### src/rtl/lht_pkg.sv
package lht_pkg;

    typedef enum logic [2:0] {
        U_EXEC    = 3'd0,
        U_BRANCH  = 3'd1,
        U_LOAD    = 3'd2,
        U_STORE   = 3'd3,
        U_MLOAD   = 3'd4,
        U_MSTORE  = 3'd5
    } unit_e;

    typedef enum logic {
        ST_IDLE   = 1'b0,
        ST_REPORT = 1'b1
    } state_e;

    typedef struct packed {
        logic chk_a;
        logic chk_b;
        logic is_branch;
        logic is_load;
    } use_t;

    function automatic use_t decode_unit(input logic [2:0] code);
        use_t u;
        u = '0;
        case (code)
            U_EXEC:   begin u.chk_a = 1'b1; u.chk_b = 1'b1; end
            U_STORE:  begin u.chk_a = 1'b1; u.chk_b = 1'b1; end
            U_BRANCH: begin u.chk_a = 1'b1; u.is_branch = 1'b1; end
            U_LOAD:   begin u.chk_b = 1'b1; u.is_load = 1'b1; end
            default:  u = '0;
        endcase
        return u;
    endfunction

endpackage

### src/rtl/lht_ctrl.sv
module lht_ctrl
    import lht_pkg::*;
(
    input  logic clk,
    input  logic rst_n,
    input  logic in_valid,
    output logic in_ready,
    output logic accept,
    output logic out_valid
);

    state_e state, state_nx;

    always_ff @(posedge clk or negedge rst_n) begin
        if (!rst_n) state <= ST_IDLE;
        else        state <= state_nx;
    end

    always_comb begin
        state_nx = state;
        unique case (state)
            ST_IDLE:   if (in_valid) state_nx = ST_REPORT;
            ST_REPORT: state_nx = ST_IDLE;
            default:   state_nx = ST_IDLE;
        endcase
    end

    always_comb begin
        in_ready  = 1'b0;
        out_valid = 1'b0;
        unique case (state)
            ST_IDLE:   in_ready  = 1'b1;
            ST_REPORT: out_valid = 1'b1;
            default:   ;
        endcase
    end

    assign accept = in_valid && in_ready;


    accept_report_chk: assert property (@(posedge clk) disable iff (!rst_n)
        accept |=> out_valid);

    report_single_chk: assert property (@(posedge clk) disable iff (!rst_n)
        out_valid |=> !out_valid);

    report_busy_chk: assert property (@(posedge clk) disable iff (!rst_n)
        out_valid |-> !in_ready);

endmodule

### src/rtl/lht_hazard.sv
module lht_hazard
    import lht_pkg::*;
#(
    parameter int NREG   = 16,
    parameter int BASE_W = 8,
    localparam int IDX_W = $clog2(NREG),
    localparam int OUT_W = BASE_W + 2
) (
    input  logic              clk,
    input  logic              rst_n,
    input  logic              accept,
    input  logic [2:0]        unit,
    input  logic [IDX_W-1:0]  src_a,
    input  logic              src_a_vld,
    input  logic [IDX_W-1:0]  src_b,
    input  logic              src_b_vld,
    input  logic [IDX_W-1:0]  dst,
    input  logic [BASE_W-1:0] base,
    input  logic              taken,
    input  logic              has_slot,
    output logic [OUT_W-1:0]  out_cycles,
    output logic              out_stall,
    output logic [OUT_W-1:0]  ev_cycles,
    output logic [1:0]        ev_load_stalls,
    output logic              ev_br_stall,
    output logic              ev_taken,
    output logic              ev_untaken
);

    use_t            use_d;
    logic [NREG-1:0] active_mask;
    logic [NREG-1:0] pending_mask;
    logic            hit_a, hit_b;
    logic            stalled;

    always_comb begin
        use_d          = decode_unit(unit);
        hit_a          = use_d.chk_a && src_a_vld && active_mask[src_a];
        hit_b          = use_d.chk_b && src_b_vld && active_mask[src_b];
        ev_load_stalls = {1'b0, hit_a} + {1'b0, hit_b};
        ev_br_stall    = use_d.is_branch && taken && !has_slot;
        ev_taken       = use_d.is_branch && taken;
        ev_untaken     = use_d.is_branch && !taken;
        ev_cycles      = OUT_W'(base) + OUT_W'(ev_load_stalls) + OUT_W'(ev_br_stall);
        stalled        = (ev_load_stalls != 2'd0) || ev_br_stall;
        pending_mask   = '0;
        if (use_d.is_load) pending_mask[dst] = 1'b1;
    end

    always_ff @(posedge clk or negedge rst_n) begin
        if (!rst_n) begin
            active_mask <= '0;
            out_cycles  <= '0;
            out_stall   <= 1'b0;
        end else if (accept) begin
            active_mask <= pending_mask;
            out_cycles  <= ev_cycles;
            out_stall   <= stalled;
        end
    end


    mask_clear_chk: assert property (@(posedge clk) disable iff (!rst_n)
        (accept && !use_d.is_load) |=> (active_mask == '0));

    mask_mark_chk: assert property (@(posedge clk) disable iff (!rst_n)
        (accept && use_d.is_load) |=> active_mask[$past(dst)]);

    mask_single_chk: assert property (@(posedge clk) disable iff (!rst_n)
        $countones(active_mask) <= 1);

    hold_result_chk: assert property (@(posedge clk) disable iff (!rst_n)
        !accept |=> $stable(out_cycles));

endmodule

### src/rtl/lht_sat_counter.sv
module lht_sat_counter #(
    parameter int W     = 32,
    parameter int INC_W = 10
) (
    input  logic             clk,
    input  logic             rst_n,
    input  logic             clr,
    input  logic [INC_W-1:0] inc,
    output logic [W-1:0]     value
);

    logic [W:0] sum;

    always_comb sum = {1'b0, value} + (W+1)'(inc);

    always_ff @(posedge clk or negedge rst_n) begin
        if (!rst_n)      value <= '0;
        else if (clr)    value <= '0;
        else if (sum[W]) value <= '1;
        else             value <= sum[W-1:0];
    end


    clr_zero_chk: assert property (@(posedge clk) disable iff (!rst_n)
        clr |=> (value == '0));

    sat_hold_chk: assert property (@(posedge clk) disable iff (!rst_n)
        (!clr && (&value)) |=> (&value));

    no_wrap_chk: assert property (@(posedge clk) disable iff (!rst_n)
        !clr |=> (value >= $past(value)));

endmodule

### src/rtl/load_hazard_timer.sv
module load_hazard_timer
    import lht_pkg::*;
#(
    parameter int NREG   = 16,
    parameter int BASE_W = 8,
    parameter int CNT_W  = 32,
    localparam int IDX_W = $clog2(NREG),
    localparam int OUT_W = BASE_W + 2,
    localparam int NCNT  = 5
) (
    input  logic              clk,
    input  logic              rst_n,
    input  logic              clr_counters,
    input  logic              in_valid,
    output logic              in_ready,
    input  logic [2:0]        in_unit,
    input  logic [IDX_W-1:0]  in_src_a,
    input  logic              in_src_a_vld,
    input  logic [IDX_W-1:0]  in_src_b,
    input  logic              in_src_b_vld,
    input  logic [IDX_W-1:0]  in_dst,
    input  logic [BASE_W-1:0] in_base,
    input  logic              in_taken,
    input  logic              in_has_slot,
    output logic              out_valid,
    output logic [OUT_W-1:0]  out_cycles,
    output logic              out_stall,
    output logic [CNT_W-1:0]  cnt_total,
    output logic [CNT_W-1:0]  cnt_load_stall,
    output logic [CNT_W-1:0]  cnt_branch_stall,
    output logic [CNT_W-1:0]  cnt_taken,
    output logic [CNT_W-1:0]  cnt_untaken
);

    logic             accept;
    logic [OUT_W-1:0] ev_cycles;
    logic [1:0]       ev_load_stalls;
    logic             ev_br_stall, ev_taken, ev_untaken;
    logic [OUT_W-1:0] inc_arr [NCNT];
    logic [CNT_W-1:0] cnt_arr [NCNT];

    lht_ctrl u_ctrl (
        .clk       (clk),
        .rst_n     (rst_n),
        .in_valid  (in_valid),
        .in_ready  (in_ready),
        .accept    (accept),
        .out_valid (out_valid)
    );

    lht_hazard #(.NREG(NREG), .BASE_W(BASE_W)) u_hazard (
        .clk            (clk),
        .rst_n          (rst_n),
        .accept         (accept),
        .unit           (in_unit),
        .src_a          (in_src_a),
        .src_a_vld      (in_src_a_vld),
        .src_b          (in_src_b),
        .src_b_vld      (in_src_b_vld),
        .dst            (in_dst),
        .base           (in_base),
        .taken          (in_taken),
        .has_slot       (in_has_slot),
        .out_cycles     (out_cycles),
        .out_stall      (out_stall),
        .ev_cycles      (ev_cycles),
        .ev_load_stalls (ev_load_stalls),
        .ev_br_stall    (ev_br_stall),
        .ev_taken       (ev_taken),
        .ev_untaken     (ev_untaken)
    );

    always_comb begin
        inc_arr[0] = accept ? ev_cycles : '0;
        inc_arr[1] = accept ? OUT_W'(ev_load_stalls) : '0;
        inc_arr[2] = accept ? OUT_W'(ev_br_stall) : '0;
        inc_arr[3] = accept ? OUT_W'(ev_taken) : '0;
        inc_arr[4] = accept ? OUT_W'(ev_untaken) : '0;
    end

    for (genvar gi = 0; gi < NCNT; gi++) begin : g_cnt
        lht_sat_counter #(.W(CNT_W), .INC_W(OUT_W)) u_cnt (
            .clk   (clk),
            .rst_n (rst_n),
            .clr   (clr_counters),
            .inc   (inc_arr[gi]),
            .value (cnt_arr[gi])
        );
    end

    assign cnt_total        = cnt_arr[0];
    assign cnt_load_stall   = cnt_arr[1];
    assign cnt_branch_stall = cnt_arr[2];
    assign cnt_taken        = cnt_arr[3];
    assign cnt_untaken      = cnt_arr[4];


    base_only_chk: assert property (@(posedge clk) disable iff (!rst_n)
        (out_valid && !out_stall) |-> (out_cycles == OUT_W'($past(in_base))));

    stall_extra_chk: assert property (@(posedge clk) disable iff (!rst_n)
        (out_valid && out_stall) |-> (out_cycles > OUT_W'($past(in_base))));

endmodule

### config.mk
export PLATFORM = sky130hd
export DESIGN_NAME = load_hazard_timer
export DESIGN_NICKNAME = d
export VERILOG_FILES = /design/src/rtl/lht_pkg.sv /design/src/rtl/lht_ctrl.sv /design/src/rtl/lht_hazard.sv /design/src/rtl/lht_sat_counter.sv /design/src/rtl/load_hazard_timer.sv
export SDC_FILE = /design/constraint.sdc
export NUM_CORES = 1
export LEC_CHECK = 0
export ABC_AREA = 1
export BUFFER_PORTS_ARGS = -buffer_cell sky130_fd_sc_hd__buf_2
export CAP_MARGIN = 20
export CORE_MARGIN = 5
export CORE_UTILIZATION = 25
export CTS_CLUSTER_SIZE = 20
export DETAILED_ROUTE_END_ITERATION = 10
export GPL_TIMING_DRIVEN = 1
export HOLD_SLACK_MARGIN = 0.02
export SYNTH_ARGS = -nofsm -noshare
export SYNTH_HDL_FRONTEND = slang
export SYNTH_SLANG_ARGS = --single-unit
### constraint.sdc
create_clock -name clk -period 7.4 [get_ports clk]
set_clock_uncertainty 0.15 [all_clocks]
set_input_delay 1.48 -clock clk [delete_from_list [all_inputs] [get_ports clk]]
set_output_delay 1.48 -clock clk [all_outputs]
set_load 0.05 [all_outputs]
Yosys cells after proc, flatten, opt, wreduce, memory -nomap -nowiden

Index checks and enable logic that the tools add are counted.
W data, S select, Z words.

$add $sub $neg: 8
Reduce and logical (&&, ||, !) cells: 16
Equal/unequal tests: 3
Multiplexer cells: 30
Order comparisons: 4
Bitwise operators: 1

Operator list:

| operator             | count |
|---|---|
| $mux W32             | 10 |
| $add A32 B1 Y33      | 3 |
| $add A32 B10 Y33     | 1 |
| $add A32 B2 Y33      | 1 |
| $mux W16             | 1 |
| $lt A4 B5 Y1 const B | 3 |
| $mux W1              | 13 |
| $add A10 B1 Y10      | 1 |
| $mux W10             | 1 |
| $add A8 B2 Y9        | 1 |
| $logic_and A1 B1 Y1  | 9 |
| $bmux W1 S4          | 2 |
| $eq A3 B2 Y1 const B | 2 |
| $reduce_or A3 Y1     | 2 |
| $demux W1 S4         | 1 |
| $ge A4 B1 Y1 const B | 1 |
| $eq A3 B1 Y1 const B | 1 |
| $logic_not A3 Y1     | 1 |
| $add A1 B1 Y2        | 1 |
| $logic_not A1 Y1     | 2 |
| $mux W2              | 1 |
| $pmux W1 S2          | 1 |
| $reduce_bool A2 Y1   | 1 |
| $logic_or A1 B1 Y1   | 1 |
| $not A1 Y1           | 1 |

Bits of input ports: 31
Output and inout bits: 173
Flip-flop bits (word level): 188
Word-level logic and storage cells: 71

Longest topological paths before layout

Gate-level depths: netlist (run 1).

Word-level depth: 12
Mapped depth: 35
Mapped depth without buffers: 34

Hierarchy

From an unflattened synthesis (run 1), not the netlist that was laid out.

Cell total of the unflattened synthesis: 2232
Area, all modules: 14629.0 sq um

By module, submodules not included:

| module            | area each (sq um) | times used | seq. area each (sq um) | cells each |
|---|---|---|---|---|
| lht_sat_counter   | 2548.7            | 5          | 800.8                  | 390 |
| lht_hazard        | 1719.1            | 1          | 650.6                  | 246 |
| load_hazard_timer | 127.6             | 1          | 0.0                    | 32 |
| lht_ctrl          | 38.8              | 1          | 25.0                   | 4 |

Least setup slack after synthesis (run 1)

No wires, ideal clock.

Kind: input to register
Start point: in in_src_b[0]
End point: reg g_cnt[0].u_cnt.value[28]
Data required time: 7.137 ns
Arrival time: 5.151 ns
Path buffers: 3
Setup time: 0.113 ns
Cell stages on the path: 30
Setup slack: 1.987 ns
Cell sequence: clkbuf_1 -> buf_2 -> o21ai_0 -> o21ai_0 -> o211ai_1 -> nand3_1 -> ha_1 -> ha_1 -> fa_1 -> ha_1 -> inv_1 -> nor2_1 -> nand2_1 -> nor2_1 -> nand4_1 -> nand3_1 -> inv_1 -> ha_1 -> nand2_1 -> inv_1 -> nand2_1 -> nand2_1 -> nand2_1 -> nand3_1 -> buf_4 -> nand2_1 -> nand2_1 -> nand3_1 -> nand2_1 -> inv_1

Word-level cells in the longest chain between the ends: 10

Ends and longest elaborated chain:

| item                          | RTL line                | text |
|---|---|---|
| start, declared               | load_hazard_timer.sv:19 | `input logic [IDX_W-1:0] in_src_b,` |
| $bmux W1 S4                   | lht_hazard.sv:39        | `hit_b = use_d.chk_b && src_b_vld && active_mask[src_b];` |
| $mux W1 (not written as such) | lht_hazard.sv:39        |  |
| $logic_and A1 B1 Y1           | lht_hazard.sv:39        |  |
| $add A1 B1 Y2                 | lht_hazard.sv:40        | `ev_load_stalls = {1'b0, hit_a} + {1'b0, hit_b};` |
| $add A8 B2 Y9                 | lht_hazard.sv:44        | `ev_cycles = OUT_W'(base) + OUT_W'(ev_load_stalls) + OUT_W'(ev_br_stall);` |
| $add A10 B1 Y10               | lht_hazard.sv:44        |  |
| $mux W10                      | load_hazard_timer.sv:74 | `inc_arr[0] = accept ? ev_cycles : '0;` |
| $add A32 B10 Y33              | lht_sat_counter.sv:14   | `always_comb sum = {1'b0, value} + (W+1)'(inc);` |
| $mux W32                      | lht_sat_counter.sv:19   | `else if (sum[W]) value <= '1;` |
| $mux W32                      | lht_sat_counter.sv:18   | `else if (clr) value <= '0;` |
| end signal, assigned          | lht_sat_counter.sv:20   | `else value <= sum[W-1:0];` |
| end, declared                 | lht_sat_counter.sv:9    | `output logic [W-1:0] value` |

No other way between the ends. The select of a mux whose other input is x is not followed.
A chain may end at the register's enable or synchronous reset.

Final worst setup path (run 1)

Start point: in in_src_b[0]
End point: reg g_cnt[0].u_cnt.value[19]

Same word-level chain as after synthesis.

==> metrics.yaml, run 1 <==
finish:
  fin_area_um2: 14700
  mostFrequentLayoutCells: "521 x nand2_1, 297 x inv_1, 202 x buf_2, 188 x dfrtp_1, 175 x nand3_1"
  drive_gt1_frac: 0.148
  nNetsFinal: 2051
  diodes: 0
  areaGrowthSynthToFinish_pct: 18.9
  fin_util: 0.301
  final_common_cell: "nand2_1"
  nFillCells: 5391
  stdcell_count: 2669
global_routing:
  antenna_found_initial: 0
  grt_pass1_vias: 12100
  grt_max_degree: 90
  track_usage: 0.148
  grt.overflow.total: 0
  grt_pass1_wl_mm: 64.0
clock_network:
  cts_tree: "done"
  post-cts-setup-buffers: 0
  numClockSinks: 188
  numCtsBuffers: 17
  cts_buffer_depth: 2
  cts_root_buffer: "clkbuf_16"
  ctsHoldBuffers: 0
  clk_pin_slew_ns: 0.07
  cts-resized-gates: 0
  h-tree-depth: 4
  worstSkewPairLatency_ns: 0.48
logic_synthesis:
  synth_edf_count: 0
  ys.flop_type: "dfrtp_1"
  yosysSeqAreaShare: 0.380
  async_reset_ff_frac: 1.00
  netlist_area_um2: 12400
  yosysWarningCount: 0
  synthDistinctLibCells: 43
  synth-seq-cells: 188
  syn_area_per_cell_um2: 6.88
  synth.net_count: 1859
  syn-instance-count: 1801
die:
  chipWidth_um: 233
  ios: 204
  core_um2: 49000
  fp.dieH_um: 233
  initial_core_util: 0.253
  rows: 81
  die-area_um2: 54100
power_and_ir_drop:
  irDropWorstVdd_mv: 0.123
  p_switching_w: 0.000621
  leakagePower_nw: 7.85
  p_int_w: 0.00168
  power_frac_seq: 0.459
  pwr-share-comb: 0.092
  switching_share: 0.270
  p_clk_frac: 0.449
  powerDensity_nw_per_um2: 156
critical_path:
  end_kind: "flop"
  start_kind: "input pin"
  required_ns: 7.67
  arrival_ns: 6.23
  path_class: "in -> reg"
  cp_max_fo: 26
timing:
  fmax_mhz: 168
  fin_tns_setup_ns: 0
  hold_violations: 0
  period_needed_ns: 5.96
  rsz0062_at_grt: "no"
  setup_viol: 0
  fin_crit_sh: 0.805
  slew_headroom: 0.289
  setup_slack_ns: 1.44
  worst_pin_slew_ns: 1.07
  maxSlewViolCount: 0
placement:
  placed_cells: 2637
  gp_congestion: 0.936
  place_hpwl_mm: 30.3
  port_buffers: 203
  place_area_um2: 14100
  pre_cts_slack_ns: 1.01
job:
  maxCapViolCount: 0
routing:
  wl_met1_mm: 18.1
  via_per_inst: 4.58
  wirelength_mm: 39.9
  drtIter0Drc: 797
  wl_per_cell_um: 15.0
  met2_length_mm: 18.5
  routed.top_layer: "met4"
  wl_met3_mm: 2.53
  firstDrtPassIters: 6
  ant_nets: 0
  drc: 0
  num_vias: 12200
worst_hold_path:
  min_path_type: "reg -> reg"
outcome:
  status: "finished, final reports clean"
cell usage after synthesis (24+ instances only):
master | count | area, µm²
nand3_1 | 175 | 876
nand4_1 | 28 | 175
o21ai_0 | 43 | 215
xnor2_1 | 25 | 219
dfrtp_1 | 188 | 4700
inv_1 | 297 | 1110
a21oi_1 | 71 | 355
nor2_1 | 173 | 649
ha_1 | 24 | 300
nand2_1 | 521 | 1960
nand3b_1 | 27 | 203
xor2_1 | 35 | 307
nor3_1 | 44 | 220
per-stage QoR:
stage / power, W / hold WS, ns
2_1_floorplan: 0.00121 / 0.324
3_3_place_gp: 0.00129 / 0.330
3_5_place_dp: 0.00129 / 0.317
4_1_cts: 0.00235 / 0.337
5_1_grt: 0.00241 / 0.369
6_report: 0.00230 / 0.332
power by group through the flow:
stage                     sequential, W  combinational, W  clock, W
after CTS                       0.00106          0.000214   0.00108
after global routing            0.00106          0.000236   0.00111
after floorplan                 0.00112         0.0000840         0
final                           0.00106          0.000212   0.00103
after global placement          0.00107          0.000211         0
after detailed placement        0.00108          0.000213         0
flip-flops by register name, summed over array words and instances (netlist names):
name                  count
g_cnt.u_cnt.value       160
u_hazard.active_mask     16
u_hazard.out_cycles      10
u_ctrl.state              1
u_hazard.out_stall        1
worst paths after layout:
| check | start | slack (ns) | cells past startpoint | end |
|---|---|---|---|---|
| max | in_src_b[0] | 1.44 | 28 | g_cnt[0].u_cnt.value[19] |
| max reg2reg | u_hazard.active_mask[3] | 2.27 | 27 | g_cnt[0].u_cnt.value[19] |
| min | u_hazard.out_cycles[8] | 0.33 | 2 | u_hazard.out_cycles[8] |
| min in group asynchronous | rst_n | 0.90 | 1 | g_cnt[2].u_cnt.value[25] |
| max in group asynchronous | rst_n | 5.08 | 3 | u_hazard.out_cycles[9] |
| min reg2reg | u_hazard.out_cycles[8] | 0.33 | 2 | u_hazard.out_cycles[8] |
routing by layer:
metal	vias to the layer above	track usage
met5	-	0
met4	0	0.0537
met3	47	0.0410
met2	335	0.241
met1	5802	0.190
li1	6052	-
critical path, stage by stage:
cell and delay, ns:
buf_2 0.22, nor2_1 0.07, a21oi_1 0.13, o21ai_0 0.09, o211ai_1 0.16, nand3_1 0.15
ha_1 0.35, ha_1 0.22, fa_1 0.52, ha_1 0.15, inv_1 0.06, nor2_1 0.14
nand2_1 0.09, nor2_1 0.17, nand4_1 0.14, nand3_1 0.12, inv_1 0.07, ha_1 0.35
nand2_1 0.08, inv_1 0.07, nand2_1 0.05, nand2_1 0.07, nand2_1 0.06, nand3_1 0.43
nand3b_4 0.42, nand3_1 0.22, nand2_1 0.06, inv_1 0.09
kinds of logic after synthesis:
kind of cell,share of synthesized area
xor gates and xnor gates,0.0424
DFF,0.380
and+or+nand+nor,0.374
other,0.000303
adders and majority gates,0.0291
AOI/OAI and AO/OA,0.0643
buffers and inverters,0.110
layout make-up:
class | count | area, µm² | share of cell area
clock buffer | 19 | 453 | 0.0308
inverter | 302 | 1130 | 0.0770
tap | 664 | 831 | 0.0564
multi-input combinational | 1274 | 6320 | 0.429
timing repair buffer | 210 | 1100 | 0.0745
clock inverter | 12 | 188 | 0.0127
sequential | 188 | 4700 | 0.319
Note: power is estimated with default switching activity, not from simulation.
==> run 2, diff against run 1 <==
==> constraint.sdc (replaced) <==
create_clock -name clk -period 5.7 [get_ports clk]
set_clock_uncertainty 0.15 [all_clocks]
set_input_delay 1.14 -clock clk [delete_from_list [all_inputs] [get_ports clk]]
set_output_delay 1.14 -clock clk [all_outputs]
set_load 0.05 [all_outputs]
==> run 2 against run 1 <==
Die area unchanged. Via count up 0.57%. Final cell count is 0.11% higher. Wire length decreased by 0.61%. Largest power group unchanged.
==> metrics.yaml, run 2 (synthesis gave the netlist of run 1 again) <==
placement:
  gp_congestion: 0.918  # -1.9%
  placed_cells: 2639  # +0.076%
  place_hpwl_mm: 30.1  # -0.67%
  port_buffers: 203  # unchanged
global_routing:
  antenna_found_initial: 0  # unchanged
  grt.overflow.total: 0  # unchanged
  track_usage: 0.149  # +0.000324
  grt_max_degree: 110  # +22%
  grt_pass1_vias: 12000  # -0.96%
  grt_pass1_wl_mm: 64.4  # +0.57%
finish:
  final_common_cell: "nand2_1"
  nNetsFinal: 2053  # +0.098%
  largest_register_ffs: 160  # unchanged
  top_register: "g_cnt.u_cnt.value"
  areaGrowthSynthToFinish_pct: 18.7
  drive_gt1_frac: 0.149  # +0.000775
  stdcell_count: 2672  # +0.11%
  mostFrequentLayoutCells: "521 x nand2_1, 297 x inv_1, 202 x buf_2, 188 x dfrtp_1, 175 x nand3_1"
  reg_top3: "g_cnt.u_cnt.value x160, u_hazard.active_mask x16, u_hazard.out_cycles x10"
  fin_util: 0.300  # -0.000512
  diodes: 0  # unchanged
clock_network:
  cts_tree: "done"
  numCtsBuffers: 17  # unchanged
  ctsHoldBuffers: 0  # unchanged
  cts_buffer_depth: 2  # unchanged
  h-tree-depth: 4  # unchanged
  post-cts-setup-buffers: 0  # unchanged
  clk_pin_slew_ns: 0.08  # about the same
  worstSkewPairLatency_ns: 0.50  # +0.02 ns
  numClockSinks: 188  # unchanged
  cts-resized-gates: 0  # unchanged
  cts_root_buffer: "clkbuf_16"
critical_path:
  arrival_ns: 5.44  # -0.79 ns
  required_ns: 5.98  # -1.69 ns
  start_kind: "input pin"
  end_kind: "flop"
  worst_path_largest_cell_delay_ns: 0.51  # about the same
  cpMaxStageDelayCell: "fa_1"
  path_class: "in -> reg"
  cp_common_cell: "nand2_1"
  critical-path-top-delay-family: "simple AND/OR/NAND/NOR gates"
  cp_max_fo: 26  # unchanged
  worst-path-buf-inv: 5  # unchanged
die:
  fp.dieH_um: 233  # unchanged
  ios: 204  # unchanged
  core_um2: 49000  # unchanged
  chipWidth_um: 233  # unchanged
  die-area_um2: 54100  # unchanged
  initial_core_util: 0.253  # unchanged
  rows: 81  # unchanged
job:
  maxCapViolCount: 0  # unchanged
routing:
  ant_nets: 0  # unchanged
  wirelength_mm: 39.7  # -0.61%
  wl_per_cell_um: 14.9  # -0.72%
  drtIter0Drc: 824  # +3.4%
  firstDrtPassIters: 6  # unchanged
  via_per_inst: 4.61  # +0.46%
  num_vias: 12300  # +0.57%
  drc: 0  # unchanged
outcome:
  status: "finished, final reports clean"
power_and_ir_drop:
  leakagePower_nw: 7.84  # -0.15%
  powerDensity_nw_per_um2: 199  # +27%
  total_power_w: 0.00293  # +27%
  irDropWorstVdd_mv: 0.157  # +27%
timing:
  maxSlewViolCount: 0  # unchanged
  hold_violations: 0  # unchanged
  slew_headroom: 0.390  # +0.101
  rsz0062_at_grt: "no"
  period_needed_ns: 5.16
  fin_crit_sh: 0.905
  fmax_mhz: 194
  setup_viol: 0  # unchanged
  worst_pin_slew_ns: 0.915  # -0.152 ns
  fin_tns_setup_ns: 0  # unchanged
worst_hold_path:
  min_path_type: "reg -> reg"
==> run 2: metal layers <==
| layer | vias to the layer above | track usage | share of wire |
|---|---|---|---|
| met5 | - | 0 | 0 |
| met4 | 0 | 0.0558 | 0.020 |
| met3 | 59 | 0.0426 | 0.076 |
| met2 | 382 | 0.237 | 0.46 |
| met1 | 5797 | 0.192 | 0.45 |
| li1 | 6068 | - | - |
==> run 2: area by class of cell <==
type	instances	area, µm²
inverters	302	1130
repair buffers	212	1120
multi-input cells	1274	6320
flip-flops and latches	188	4700
clock buffers	19	443
well taps	664	831
fillers	5294	34200
clock inverters	13	153
==> run 2: per-stage QoR <==
stage,setup WS (ns),hold WS [ns],cell area (µm²)
CTS,0.595,0.346,14700
global route,0.166,0.362,14700
global placement,0.232,0.320,14100
floorplan,0.627,0.324,12400
finish,0.540,0.340,14700
detailed placement,0.0824,0.325,14100
==> run 2: worst paths after layout <==
path,depth (start not counted),endpoint,slack (ns),start
min in group asynchronous,1,g_cnt[1].u_cnt.value[15],0.55,rst_n
max in group asynchronous,2,u_hazard.out_cycles[9],3.76,rst_n
min reg2reg,2,u_hazard.out_cycles[6],0.34,u_hazard.out_cycles[6]
min,2,u_hazard.out_cycles[6],0.34,u_hazard.out_cycles[6]
max,28,g_cnt[0].u_cnt.value[23],0.54,in_src_b[0]
max reg2reg,27,g_cnt[0].u_cnt.value[23],1.05,u_hazard.active_mask[9]
==> run 2: worst register-to-register path, delay by kind of cell (launching register included) <==
| kind | cells | cell delay, ns |
|---|---|---|
| AOI/OAI and AO/OA | 3 | 0.45 |
| adders and majority gates | 5 | 1.56 |
| buffers and inverters | 5 | 0.32 |
| DFF | 1 | 0.35 |
| and+or+nand+nor | 14 | 1.74 |
==> run 2: power breakdown <==
part           switching, W  total, W  internal (W)
Combinational      0.000208  0.000276     0.0000680
Sequential        0.0000165   0.00137       0.00135
Clock              0.000612   0.00128      0.000669
Total              0.000837   0.00293       0.00209
